===== src/rtl/disp_scan_pkg.sv =====
package disp_scan_pkg;
  localparam int BCD_W = 4;
  localparam int SEG_W = 7;

  // segments a..g on bits 6..0, active high; codes above nine stay dark
  function automatic logic [SEG_W-1:0] seg_encode(input logic [BCD_W-1:0] v);
    logic [SEG_W-1:0] s;
    case (v)
      4'd0: s = 7'h7E;
      4'd1: s = 7'h30;
      4'd2: s = 7'h6D;
      4'd3: s = 7'h79;
      4'd4: s = 7'h33;
      4'd5: s = 7'h5B;
      4'd6: s = 7'h5F;
      4'd7: s = 7'h70;
      4'd8: s = 7'h7F;
      4'd9: s = 7'h7B;
      default: s = '0;
    endcase
    return s;
  endfunction
endpackage


===== src/rtl/scan_seq.sv =====
module scan_seq #(
  parameter int NDIG       = 6,
  parameter int BLANK_CLKS = 4,
  localparam int JW = NDIG / 2,
  localparam int IW = $clog2(NDIG),
  localparam int CW = $clog2(BLANK_CLKS + 1)
) (
  input  logic          clk,
  input  logic          rst,
  input  logic          scan_tick,
  input  logic          force_msd_n,
  output logic          tick_acc,
  output logic          rise_ev,
  output logic          blank_nx,
  output logic [IW-1:0] idx_cur,
  output logic [IW-1:0] idx_nx
);
  logic [JW-1:0] js, js_nx;
  logic [CW-1:0] blank_cnt, cnt_nx;

  // Johnson state -> digit index (state 0 is the top digit)
  function automatic logic [IW-1:0] pos_of(input logic [JW-1:0] q);
    int c;
    int k;
    c = $countones(q);
    if (q[0] || (q == '0)) k = c;
    else k = 2 * JW - c;
    return IW'(NDIG - 1 - k);
  endfunction

  assign tick_acc = force_msd_n && scan_tick && (blank_cnt == '0);
  assign rise_ev  = force_msd_n && (blank_cnt == CW'(1));

  always_comb begin
    if (!force_msd_n) begin
      js_nx  = '0;
      cnt_nx = '0;
    end else if (tick_acc) begin
      js_nx  = {js[JW-2:0], ~js[JW-1]};
      cnt_nx = CW'(BLANK_CLKS);
    end else begin
      js_nx  = js;
      cnt_nx = (blank_cnt != '0) ? blank_cnt - CW'(1) : '0;
    end
  end

  always_ff @(posedge clk) begin
    if (rst) begin
      js        <= '0;
      blank_cnt <= '0;
    end else begin
      js        <= js_nx;
      blank_cnt <= cnt_nx;
    end
  end

  assign blank_nx = (cnt_nx != '0);
  assign idx_cur  = pos_of(js);
  assign idx_nx   = pos_of(js_nx);

  AST_TICK_OPENS_GAP: assert property (@(posedge clk) disable iff (rst)
    tick_acc |=> (blank_cnt == CW'(BLANK_CLKS)));
  AST_GAP_IGNORES_TICK: assert property (@(posedge clk) disable iff (rst)
    (force_msd_n && (blank_cnt != '0)) |=> $stable(js));
  AST_FORCE_TOP: assert property (@(posedge clk) disable iff (rst)
    !force_msd_n |=> (js == '0));
endmodule


===== src/rtl/disp_latch.sv =====
module disp_latch
  import disp_scan_pkg::*;
#(
  parameter int NDIG = 6,
  localparam int IW    = $clog2(NDIG),
  localparam int BUS_W = NDIG * BCD_W
) (
  input  logic             clk,
  input  logic             rst,
  input  logic [BUS_W-1:0] count_bus,
  input  logic             store_hold,
  input  logic [IW-1:0]    sel_idx,
  output logic [BCD_W-1:0] digit_val
);
  logic [BUS_W-1:0] latch_q, latch_nx;

  assign latch_nx  = store_hold ? latch_q : count_bus;
  assign digit_val = latch_nx[sel_idx*BCD_W +: BCD_W];

  always_ff @(posedge clk) begin
    if (rst) latch_q <= '0;
    else     latch_q <= latch_nx;
  end

  AST_HOLD_KEEPS: assert property (@(posedge clk) disable iff (rst)
    store_hold |=> $stable(latch_q));
endmodule


===== src/rtl/load_ctl.sv =====
module load_ctl
  import disp_scan_pkg::*;
#(
  parameter int NDIG = 6,
  localparam int IW = $clog2(NDIG)
) (
  input  logic             clk,
  input  logic             rst,
  input  logic             load_req,
  input  logic             rise_ev,
  input  logic             tick_acc,
  input  logic [IW-1:0]    idx_cur,
  input  logic [BCD_W-1:0] bcd_in,
  output logic             load_we,
  output logic [NDIG-1:0]  load_sel,
  output logic [BCD_W-1:0] load_val
);
  logic pend, armed;

  always_ff @(posedge clk) begin
    if (rst) begin
      pend     <= 1'b0;
      armed    <= 1'b0;
      load_we  <= 1'b0;
      load_sel <= '0;
      load_val <= '0;
    end else begin
      pend <= rise_ev ? 1'b0 : (pend | load_req);
      if (rise_ev)       armed <= pend | load_req;
      else if (tick_acc) armed <= 1'b0;
      load_we  <= armed & tick_acc;
      load_sel <= NDIG'(1) << idx_cur;
      load_val <= bcd_in;
    end
  end

  AST_LOAD_ONE_DIGIT: assert property (@(posedge clk) disable iff (rst)
    load_we |-> ($countones(load_sel) == 1));
  AST_LOAD_SINGLE_PULSE: assert property (@(posedge clk) disable iff (rst)
    load_we |=> !load_we);
endmodule


===== src/rtl/disp_scan.sv =====
module disp_scan
  import disp_scan_pkg::*;
#(
  parameter int NDIG       = 6,
  parameter int BLANK_CLKS = 4,
  localparam int IW    = $clog2(NDIG),
  localparam int BUS_W = NDIG * BCD_W
) (
  input  logic             clk,
  input  logic             rst,
  input  logic [BUS_W-1:0] count_bus,
  input  logic             store_hold,
  input  logic             scan_tick,
  input  logic             force_msd_n,
  input  logic             load_req,
  input  logic [BCD_W-1:0] bcd_in,
  output logic [NDIG-1:0]  digit_strobe,
  output logic [BCD_W-1:0] bcd_out,
  output logic [SEG_W-1:0] seg_out,
  output logic             load_we,
  output logic [NDIG-1:0]  load_sel,
  output logic [BCD_W-1:0] load_val
);
  logic             tick_acc, rise_ev, blank_nx;
  logic [IW-1:0]    idx_cur, idx_nx;
  logic [BCD_W-1:0] digit_val;

  scan_seq #(.NDIG(NDIG), .BLANK_CLKS(BLANK_CLKS)) u_seq (
    .clk(clk), .rst(rst), .scan_tick(scan_tick), .force_msd_n(force_msd_n),
    .tick_acc(tick_acc), .rise_ev(rise_ev), .blank_nx(blank_nx),
    .idx_cur(idx_cur), .idx_nx(idx_nx)
  );

  disp_latch #(.NDIG(NDIG)) u_lat (
    .clk(clk), .rst(rst), .count_bus(count_bus), .store_hold(store_hold),
    .sel_idx(idx_nx), .digit_val(digit_val)
  );

  load_ctl #(.NDIG(NDIG)) u_ld (
    .clk(clk), .rst(rst), .load_req(load_req), .rise_ev(rise_ev),
    .tick_acc(tick_acc), .idx_cur(idx_cur), .bcd_in(bcd_in),
    .load_we(load_we), .load_sel(load_sel), .load_val(load_val)
  );

  always_ff @(posedge clk) begin
    if (rst) begin
      digit_strobe <= NDIG'(1) << (NDIG - 1);
      bcd_out      <= '0;
      seg_out      <= '0;
    end else begin
      digit_strobe <= blank_nx ? '0 : (NDIG'(1) << idx_nx);
      bcd_out      <= digit_val;
      seg_out      <= (blank_nx || !force_msd_n) ? '0 : seg_encode(digit_val);
    end
  end

  AST_ONE_STROBE: assert property (@(posedge clk) disable iff (rst)
    $onehot0(digit_strobe));
  AST_DARK_WHEN_NO_STROBE: assert property (@(posedge clk) disable iff (rst)
    (digit_strobe == '0) |-> (seg_out == '0));
  AST_FORCE_DARK_TOP: assert property (@(posedge clk) disable iff (rst)
    !force_msd_n |=> ((seg_out == '0) && digit_strobe[NDIG-1]));
endmodule


===== config.mk =====
export PLATFORM = sky130hd
export DESIGN_NAME = disp_scan
export DESIGN_NICKNAME = d
export VERILOG_FILES = /design/src/rtl/disp_scan_pkg.sv /design/src/rtl/scan_seq.sv /design/src/rtl/disp_latch.sv /design/src/rtl/load_ctl.sv /design/src/rtl/disp_scan.sv
export SDC_FILE = /design/constraint.sdc
export NUM_CORES = 1
export LEC_CHECK = 0
export ABC_AREA = 1
export BUFFER_PORTS_ARGS = -buffer_cell sky130_fd_sc_hd__buf_2
export CAP_MARGIN = 15
export CORE_ASPECT_RATIO = 1.1
export CORE_UTILIZATION = 48
export DETAILED_ROUTE_END_ITERATION = 16
export PLACE_DENSITY = 0.79
export SLEW_MARGIN = 5
export SYNTH_ARGS = -nofsm -noshare
export SYNTH_HDL_FRONTEND = slang
export SYNTH_SLANG_ARGS = --single-unit

===== constraint.sdc =====
create_clock -name clk -period 3.9 [get_ports clk]
set_input_delay 0.975 -clock clk [delete_from_list [all_inputs] [get_ports clk]]
set_output_delay 0.975 -clock clk [all_outputs]
set_load 0.02 [all_outputs]

# Word-level counts from Yosys, hierarchy flattened
# Memories as Yosys holds them, arrays and structs flattened. A register that Yosys moved wholly into a read port is not among the register bits.
# Index checks and enable logic that the tools add are counted.
# classes
mux	11
addsub	9
bitwise	3
shifts	3
n_eq_ne	1
n_reduce_logical	16
# op_table
operator	n
24-bit 2-to-1 mux	1
24-bit by 6-bit variable part select with 4-bit output	1
3-bit 2-to-1 mux	7
1-bit by 3-bit left shift with 6-bit output (first input constant)	2
3-bit logical NOT	3
2-bit by 1-bit adder with 3-bit output	2
6-bit 2-to-1 mux	1
3-bit nonzero test	2
2-bit OR reduction	3
2-bit by 3-bit subtractor with 3-bit output (first input constant)	2
3-bit subtractor (first input constant)	2
1-bit by 1-bit adder with 2-bit output	2
3-bit by 1-bit == test with 1-bit output (second input constant)	1
1-bit logical AND	3
1-bit logical OR	3
3-bit by 1-bit subtractor with 3-bit output (second input constant)	1
1-bit 2-to-1 mux	2
2-bit nonzero test	1
1-bit bitwise AND	1
1-bit logical NOT	1
1-bit NOT	1
1-bit bitwise OR	1
# word_totals
in_bits	34
reg_bits	53
out_inout_bits	28
rom_bits	112
wordCells	55
memories	1
# mem_list
name	words	width	rd	rd_clocked_by_memory_dff	wr	line_no	source
(no name shown)	16	7	1	1	0	disp_scan_pkg.sv:8	case (v)

# Depth between registers and ports, before layout
# Gate-level depths: netlist of the first run.
# depth
word_depth	11
ltp_mapped	22
mapped_depth_nobuf	22

# Cells and area by module
# A second synthesis of the first run with hierarchy kept.
# unflattened
cells_unflattened	356
area_unflattened_um2	2687.6
# modules_own_cells
mod	area_each_um2	seq_area_each_um2	cells_per_inst	n_inst
disp_latch	1119.8	480.5	159	1
disp_scan	679.4	340.3	85	1
scan_seq	503.0	120.1	68	1
load_ctl	385.4	260.2	44	1

# Worst setup path after synthesis of the first run
# Ideal clock, no wire load.
# synth_path
path_type	input to register
from	in force_msd_n
to	reg seg_out[3]
stages	19
path_buffers	0
arrival_ps	3651
required_ps	3779
setup_slack_ps	127
setup_ps	121
cell_sequence	inv_2 nor2_4 nand3_2 inv_1 nand2_1 nand3_2 inv_1 fa_1 ha_1 nand4_2 inv_1 o21ai_0 nand3_1 inv_1 ha_1 nand3_1 nand2_1 nand2_1 a21oi_1
# synth_via
elab_chain_cells	10
word_cells_on_any_way	18
classes_between	add/sub: 4; shift: 1; mux: 5; reduce/logical: 8
# synth_rtl
element	line_no	source
start, declared	disp_scan.sv:14	input logic force_msd_n,
1-bit logical AND (2 in a row)	scan_seq.sv:31	assign tick_acc = force_msd_n && scan_tick && (blank_cnt == '0);
3-bit 2-to-1 mux	scan_seq.sv:38	end else if (tick_acc) begin
3-bit 2-to-1 mux (*)	scan_seq.sv:35	if (!force_msd_n) begin
via u_seq.js_nx[0]	scan_seq.sv:18	logic [JW-1:0] js, js_nx;
1-bit by 1-bit adder with 2-bit output (not written as such)	scan_seq.sv:25	c = $countones(q);
2-bit by 1-bit adder with 3-bit output (not written as such)	scan_seq.sv:25	
2-bit by 3-bit subtractor with 3-bit output	scan_seq.sv:27	else k = 2 * JW - c;
3-bit 2-to-1 mux (*)	scan_seq.sv:26	if (q[0] || (q == '0)) k = c;
3-bit subtractor (*)	scan_seq.sv:28	return IW'(NDIG - 1 - k);
24-bit by 6-bit variable part select with 4-bit output (*)	disp_latch.sv:18	assign digit_val = latch_nx[sel_idx*BCD_W +: BCD_W];
via digit_val[0]	disp_scan.sv:26	logic [BCD_W-1:0] digit_val;
end, declared	disp_scan.sv:19	output logic [SEG_W-1:0] seg_out,
# Mark *: on every way through the listed nets, which the timed path passes. The rest lies on a longest branch.
# A chain may end at the register's enable or synchronous reset.

# Worst setup path after layout of the first run
# Same ends and word-level chain as after synthesis.

==> Flow_metrics.wiki, run 1 <==
{| class="wikitable"
! Metric !! Value
|-
| Post-synthesis average cell area || around 8.3 sq um
|-
| Clock Path Buffers || 2
|-
| # Post-CTS Setup Buffers || 0
|-
| Number of vias per cell after detailed routing || roughly 4.8
|-
| Setup TNS after final layout || 0 ps
|-
| Total clock buffers created by CTS || 9
|-
| Vias || about 2,300
|-
| Number of design rule violations left after detail routing || 0
|-
| GPL Wtd Cong || 0.922
|-
| Main synth FF type || sky130_fd_sc_hd__dfxtp_1
|-
| Power per Cell Area || between 500 and 600 nW/um^2
|-
| Number of instances in the synthesized netlist || between 300 and 400
|-
| Cell area after layout || approximately 3400 sq um
|-
| Number of warning messages in the yosys log || 0
|-
| Fin crit share || approximately 92%
|-
| Async S/R FF share, synth || 0%
|-
| Number of hold-slack violations in the final timing report || 0
|-
| Top achievable clock speed || 0.277 GHz
|-
| Netlist cell types || 30
|-
| Fillers || ~500
|-
| Total number of nets in the final design || 448
|-
| Final critical path time including I/O delays and setup || between 3000 and 4000 ps
|-
| Crit. End Element || flip-flop
|-
| Clock H-tree levels || 3
|-
| Class of the worst hold path || flip-flop to flip-flop
|-
| CTS sink cnt || 60
|-
| Post-synthesis net count || roughly 380
|-
| Leakage power of the design || approximately 1.9 nW
|-
| Antenna fix cells || 0
|-
| Number of global-route vias before repair || slightly above 2,000
|-
| Number of flops mapped to enable cells by yosys || 0
|-
| Clock latency of the later-clocked register in the worst-skew pair || around 340 ps
|-
| Post-route clock skew || 6.49 ps
|-
| Drt total wl || about 5300 um
|-
| Setup crit start kind || input port
|-
| Required time worst endpoint || between 4000 and 5000 ps
|-
| Violation count after the first detailed-routing iteration || 110
|-
| Ports || 62
|-
| Initial standard-cell utilization of the core || between 50% and 60%
|-
| Leftover overflow at the end of global routing || 0
|-
| Total Die Area || roughly 6000 sq um
|-
| Flop2flop setup slack || about 570 ps
|-
| Final setup violating endpoints || 0
|-
| Worst hold path endpoint || u_ld.load_we
|-
| Post-CTS Hold Fix Bufs || 0
|-
| Peak VDD IR || 0.302 mV
|-
| Global-route wire length before repair || between 8000 and 9000 um
|-
| Count of non-filler cells in the finished layout || about 480
|-
| Area of the multi-input gates || between 1000 and 1500 sq um
|-
| Detailed Routing Iterations Pass 1 || 5
|-
| Critical register-to-register path startpoint || u_seq.blank_cnt[1]
|-
| Origin of the worst min-delay path || u_ld.armed
|-
| Number of cells on the worst reg-to-reg path || 18
|-
| CTS tree || yes
|-
| Status || complete, no violations
|-
| Cell at the root of the clock tree || sky130_fd_sc_hd__clkbuf_8
|-
| Number of resized instances in the post-cts repair step || 0
|-
| Synth-to-layout area growth || 25.4%
|-
| Final slew viol count || 0
|-
| End of the worst register-to-register path || seg_out[3]
|-
| Share of final-layout standard cells stronger than drive strength 1 || 26.8%
|-
| Maximum number of pins on one net before global-route repair || 39
|-
| Total global-route track usage || between 10% and 20%
|-
| Antenna-violating nets left || 0
|-
| Final design utilization || a little over three fifths
|-
| Path type of the worst setup path || input port to flip-flop
|-
| Unrepaired setup endpoints after global routing || false
|-
| Mapped cell area || ~2700 sq um
|-
| Total core area || approximately 5400 sq um
|-
| DP Cell Count || ~460
|-
| Detailed placement HPWL || approximately 4000 um
|-
| Yosys reg bits || 60
|-
| Fraction of the yosys area taken by sequential cells || roughly 44%
|-
| Clock transition at the registers of the reported paths || approximately 60 ps
|-
| Max cap viols || 0
|-
| Depth of the worst hold-timing path || 2
|-
| Critical-path maximum fanout || 6
|-
| Remaining max-slew budget at the tightest pin || ~55%
|-
| Number of buffers added on ports || 61
|-
| X dimension of the die || roughly 74 um
|-
| Storage element area || 1200 sq um
|-
| Number of antenna violations at the first check in global routing || 0
|-
| Number of rows created at floorplan || 28
|-
| Detail-routed net length per standard cell || ~11 um
|-
| Worst Path Arrival || around 3800 ps
|-
| Overall die height || just over 80 um
|-
| Placed Instance Area || around 3100 sq um
|-
| Tightest Pin Transition || between 600 and 700 ps
|}
==> Yosys cell counts (3+ instances only) <==
master                     instances  area share [%]
sky130_fd_sc_hd__a21oi_1          10             1.8
sky130_fd_sc_hd__clkbuf_1          5            0.69
sky130_fd_sc_hd__dfxtp_1          60              44
sky130_fd_sc_hd__ha_1             10             4.6
sky130_fd_sc_hd__inv_1            46             6.3
sky130_fd_sc_hd__inv_2             3            0.41
sky130_fd_sc_hd__mux2i_1          30              11
sky130_fd_sc_hd__nand2_1          45             6.2
sky130_fd_sc_hd__nand2_2           5             1.1
sky130_fd_sc_hd__nand3_1          25             4.6
sky130_fd_sc_hd__nand3_2           7             2.6
sky130_fd_sc_hd__nand4_1           6             1.4
sky130_fd_sc_hd__nor2_1           52             7.2
sky130_fd_sc_hd__nor3_1            3            0.55
sky130_fd_sc_hd__o21ai_0           3            0.55
==> per-stage QoR <==
step	hold slack, ps	total power (W)	setup WS, ps
2_1_floorplan	425	0.000959	127
3_3_place_gp	441	0.00105	76.2
3_5_place_dp	440	0.00106	9.77
4_1_cts	450	0.00178	334
5_1_grt	473	0.00188	51.8
6_report	452	0.00178	294
==> layer usage <==
layer  track usage, %  up-vias  share of wire, %
met5                0        -                 0
met4             8.46        0               2.2
li1                 -     1190                 -
met2             33.5       64                49
met3             7.20       10               4.6
met1             22.1     1049                44
==> where the power goes <==
part / total (W) / internal (W) / switching [W]
clock: 0.000728 / 0.000494 / 0.000234
combinational: 0.000389 / 0.000144 / 0.000245
sequential: 0.000666 / 0.000655 / 0.0000111
==> area by class of cell <==
type / count / area share, %
clock buffer: 13 / 5.23
inverter: 50 / 5.49
tap: 75 / 2.75
timing repair buffer: 69 / 10.7
sequential: 60 / 35.1
clock inverter: 3 / 2.64
multi-input combinational: 212 / 38.1
==> kinds of logic (layout without fill, tap and decap cells) <==
logic type | Yosys count | after routing | synth area share, %
AO/OA/AOI/OAI | 18 | 18 | 3.63
flip-flops | 60 | 60 | 44.1
buffers and inverters | 58 | 135 | 8.21
AND/OR/NAND/NOR | 152 | 152 | 27.0
multiplexers | 30 | 30 | 11.0
adder cells (fa/ha/maj) | 12 | 12 | 6.06
==> critical path, stage by stage <==
cell and delay [ps]:
sky130_fd_sc_hd__buf_2 90, sky130_fd_sc_hd__inv_2 50, sky130_fd_sc_hd__nor2_4 110, sky130_fd_sc_hd__nand3_2 130, sky130_fd_sc_hd__inv_1 100, sky130_fd_sc_hd__nand2_1 60
sky130_fd_sc_hd__nand3_2 70, sky130_fd_sc_hd__inv_1 60, sky130_fd_sc_hd__fa_1 510, sky130_fd_sc_hd__ha_1 370, sky130_fd_sc_hd__nand4_2 220, sky130_fd_sc_hd__inv_1 140
sky130_fd_sc_hd__o21ai_0 110, sky130_fd_sc_hd__nand3_1 150, sky130_fd_sc_hd__inv_1 110, sky130_fd_sc_hd__ha_1 300, sky130_fd_sc_hd__nand3_1 110, sky130_fd_sc_hd__nand2_1 60
sky130_fd_sc_hd__nand2_1 60, sky130_fd_sc_hd__a21oi_1 50
==> cells in the final DEF (no fill, tap or decap), drive strengths merged, types with 2 or more instances in the layout <==
cell	synthesis	layout
or2	2	2
nand4	7	7
o21ai	4	4
clkbuf	5	13
bufinv	0	3
nand3	33	33
buf	3	69
dfxtp	60	60
nor2	55	55
fa	2	2
a21oi	10	10
mux2i	30	30
nand2	52	52
ha	10	10
inv	49	49
nor3	3	3
==> state kept, by name (all words and copies together) (netlist names), 3 cells and up <==
register / flops
u_ld.load_val: 4
u_lat.latch_q: 24
u_seq.blank_cnt: 3
bcd_out: 4
digit_strobe: 6
u_seq.js: 3
seg_out: 7
u_ld.load_sel: 6
==> how the worst max path moves through the flow <==
stage | from | end | slack [ps]
floorplan | force_msd_n | seg_out[3] | 130
finish | force_msd_n | seg_out[3] | 290
CTS | force_msd_n | seg_out[3] | 330
global placement | force_msd_n | seg_out[3] | 80
detailed placement | force_msd_n | seg_out[3] | 10
global route | force_msd_n | seg_out[3] | 50
Note: power is estimated with default switching activity, not from simulation.
==> run 2: changes to the inputs <==
--- a/config.mk
+++ b/config.mk
@@ -9,9 +9,9 @@
 export BUFFER_PORTS_ARGS = -buffer_cell sky130_fd_sc_hd__buf_2
 export CAP_MARGIN = 15
 export CORE_ASPECT_RATIO = 1.1
-export CORE_UTILIZATION = 48
+export CORE_UTILIZATION = 53
 export DETAILED_ROUTE_END_ITERATION = 16
-export PLACE_DENSITY = 0.79
+export PLACE_DENSITY = 0.83
 export SLEW_MARGIN = 5
 export SYNTH_ARGS = -nofsm -noshare
 export SYNTH_HDL_FRONTEND = slang
==> constraint.sdc (replaced) <==
create_clock -name clk -period 3.45 [get_ports clk]
set_input_delay 0.8625 -clock clk [delete_from_list [all_inputs] [get_ports clk]]
set_output_delay 0.8625 -clock clk [all_outputs]
set_load 0.02 [all_outputs]
==> Flow_metrics.wiki, run 2 (synthesis results as in run 1) <==
{| class="wikitable"
! Metric !! Value
|-
| Global-route wire length before repair || 9280 um
|-
| Drt total wl || 5640 um
|-
| Number of vias per cell after detailed routing || just under 5
|-
| Antenna-violating nets left || 0
|-
| Remaining max-slew budget at the tightest pin || 62.6%
|-
| Clock transition at the registers of the reported paths || around 60 ps
|-
| Total number of nets in the final design || between 400 and 500
|-
| Total global-route track usage || 21.9%
|-
| Setup crit start kind || input port
|-
| Share of final-layout standard cells stronger than drive strength 1 || between 30 and 40%
|-
| Largest registers || u_lat.latch_q (24), seg_out (7)
|-
| Total clock buffers created by CTS || 9
|-
| Path type of the worst setup path || input port to flip-flop
|-
| Fillers || approximately 370
|-
| Required time worst endpoint || around 3700 ps
|-
| Total Die Area || approximately 5400 sq um
|-
| Post-route total power || between 0.0015 and 0.002 W
|-
| Post-route clock skew || about 7 ps
|-
| Synth-to-layout area growth || 31.0%
|-
| Max cap viols || 0
|-
| Worst Path Arrival || ~3500 ps
|-
| Number of buffers added on ports || between 60 and 70
|-
| Crit. End Element || flip-flop
|-
| GPL Wtd Cong || ~0.95
|-
| Post-Route Hold Slack || about 440 ps
|-
| Commonest non-fill, non-tap cell in the layout || sky130_fd_sc_hd__buf_2
|-
| Leakage power of the design || 1.94 nW
|-
| Top achievable clock speed || 0.305 GHz
|-
| Placed Instance Area || roughly 3300 sq um
|-
| Peak VDD IR || 0.392 mV
|-
| Clock Path Buffers || 2
|-
| Overall die height || about 77 um
|-
| CTS sink cnt || 60
|-
| Number of antenna violations at the first check in global routing || 0
|-
| CTS tree || yes
|-
| Cell area after layout || between 3000 and 4000 sq um
|-
| Number of global-route vias before repair || between 2,000 and 2,500
|-
| Final slew viol count || 0
|-
| Ports || 62
|-
| Antenna fix cells || 0
|-
| Critical-path maximum fanout || 6
|-
| Detail-routed net length per standard cell || 11.5 um
|-
| Leftover overflow at the end of global routing || 0
|-
| Detailed Routing Iterations Pass 1 || 4
|-
| Largest register FFs || 24
|-
| Final setup violating endpoints || 0
|-
| Initial standard-cell utilization of the core || 54.9%
|-
| Vias || 2,418
|-
| Clock latency of the later-clocked register in the worst-skew pair || roughly 330 ps
|-
| X dimension of the die || between 70 and 80 um
|-
| Class of the worst hold path || flip-flop to flip-flop
|-
| Top register by number of flip-flops || u_lat.latch_q
|-
| Depth of the worst hold-timing path || 2
|-
| Status || complete, no violations
|-
| Maximum number of pins on one net before global-route repair || 39
|-
| Final critical path time including I/O delays and setup || roughly 3300 ps
|-
| Violation count after the first detailed-routing iteration || 89
|-
| Cell at the root of the clock tree || sky130_fd_sc_hd__clkbuf_8
|-
| Number of rows created at floorplan || 27
|-
| Detailed placement HPWL || 4240 um
|-
| Power per Cell Area || 516 nW/um^2
|-
| Number of design rule violations left after detail routing || 0
|-
| Fin crit share || a little over nine tenths
|-
| Total core area || between 4000 and 5000 sq um
|-
| Commonest non-fill, non-tap cells in the layout || sky130_fd_sc_hd__buf_2 (61), sky130_fd_sc_hd__dfxtp_1 (60), sky130_fd_sc_hd__nor2_1 (52)
|-
| Tightest Pin Transition || 560 ps
|-
| Number of cells on the worst reg-to-reg path || 21
|-
| Number of hold-slack violations in the final timing report || 0
|-
| Post-CTS Hold Fix Bufs || 0
|-
| Clock H-tree levels || 3
|}
==> run 2: changes by cell type in the layout (fill, tap and decap cells not counted), sizes merged <==
cell	change
clkbuf	+1
buf	+26
clkinv	+1
bufinv	-3
==> run 2: final cells by class <==
type	count	area, sq um	area share [%]
tap	58	72.6	2.03
multi-input combinational	212	1360	38.0
inverter	50	188	5.26
clock inverter	1	5.00	0.140
clock buffer	14	183	5.12
sequential	60	1200	33.6
timing repair buffer	95	564	15.8
==> run 2: stage by stage <==
step / setup slack (ps) / utilization [%] / setup TNS, ps / instances
after global routing: -11.1 / 71.9 / -19.4 / 490
after CTS: 132 / 70.5 / 0 / 485
after global placement: -40.8 / 66.7 / -111 / 470
after floorplan: -1.77 / - / -1.77 / 330
final: 171 / 71.9 / 0 / 490
after detailed placement: -157 / 66.7 / -869 / 470
==> run 2: worst paths after layout <==
path	startpoint	endpoint	slack, ps
setup reg to reg	u_seq.blank_cnt[1]	seg_out[3]	350
hold reg to reg	u_ld.armed	u_ld.load_we	440
hold / removal	u_ld.armed	u_ld.load_we	440
setup / recovery	force_msd_n	seg_out[3]	170
==> run 2: repair_timing <==
action | in CTS | in global routing
resized for setup | 0 | 10
setup buffers | 0 | 5
endpoints found under the setup margin | 0 | 7
==> run 2: critical path, cell delays in order <==
cell,delay (ps)
sky130_fd_sc_hd__buf_2,100
sky130_fd_sc_hd__inv_2,50
sky130_fd_sc_hd__nor2_4,150
sky130_fd_sc_hd__nand3_4,120
sky130_fd_sc_hd__inv_2,90
sky130_fd_sc_hd__nand2_2,60
sky130_fd_sc_hd__nand3_4,70
sky130_fd_sc_hd__inv_1,60
sky130_fd_sc_hd__fa_2,580
sky130_fd_sc_hd__ha_4,220
sky130_fd_sc_hd__inv_1,60
sky130_fd_sc_hd__nand3_2,90
sky130_fd_sc_hd__nand2_2,100
sky130_fd_sc_hd__nand3_1,80
sky130_fd_sc_hd__nand2_2,100
sky130_fd_sc_hd__nor2_4,50
sky130_fd_sc_hd__buf_4,140
sky130_fd_sc_hd__ha_1,170
sky130_fd_sc_hd__inv_1,50
sky130_fd_sc_hd__nand3_1,110
sky130_fd_sc_hd__nand2_1,90
sky130_fd_sc_hd__nand2_1,50
sky130_fd_sc_hd__a21oi_1,110
==> run 2: routing by layer <==
layer,part of all wire (%),track usage (%),vias to the layer above
li1,-,-,1243
met4,1.6,8.80,0
met2,49,36.9,59
met3,4.5,6.83,8
met1,44,25.6,1108
met5,0,0,-
==> run 2: power breakdown <==
part	total [W]	switching (W)	internal, W	leakage, nW
clock network	0.000573	0.000239	0.000334	0.0986
registers	0.000753	0.0000126	0.000740	0.493
logic	0.000517	0.000300	0.000217	1.35
total	0.00184	0.000551	0.00129	1.94
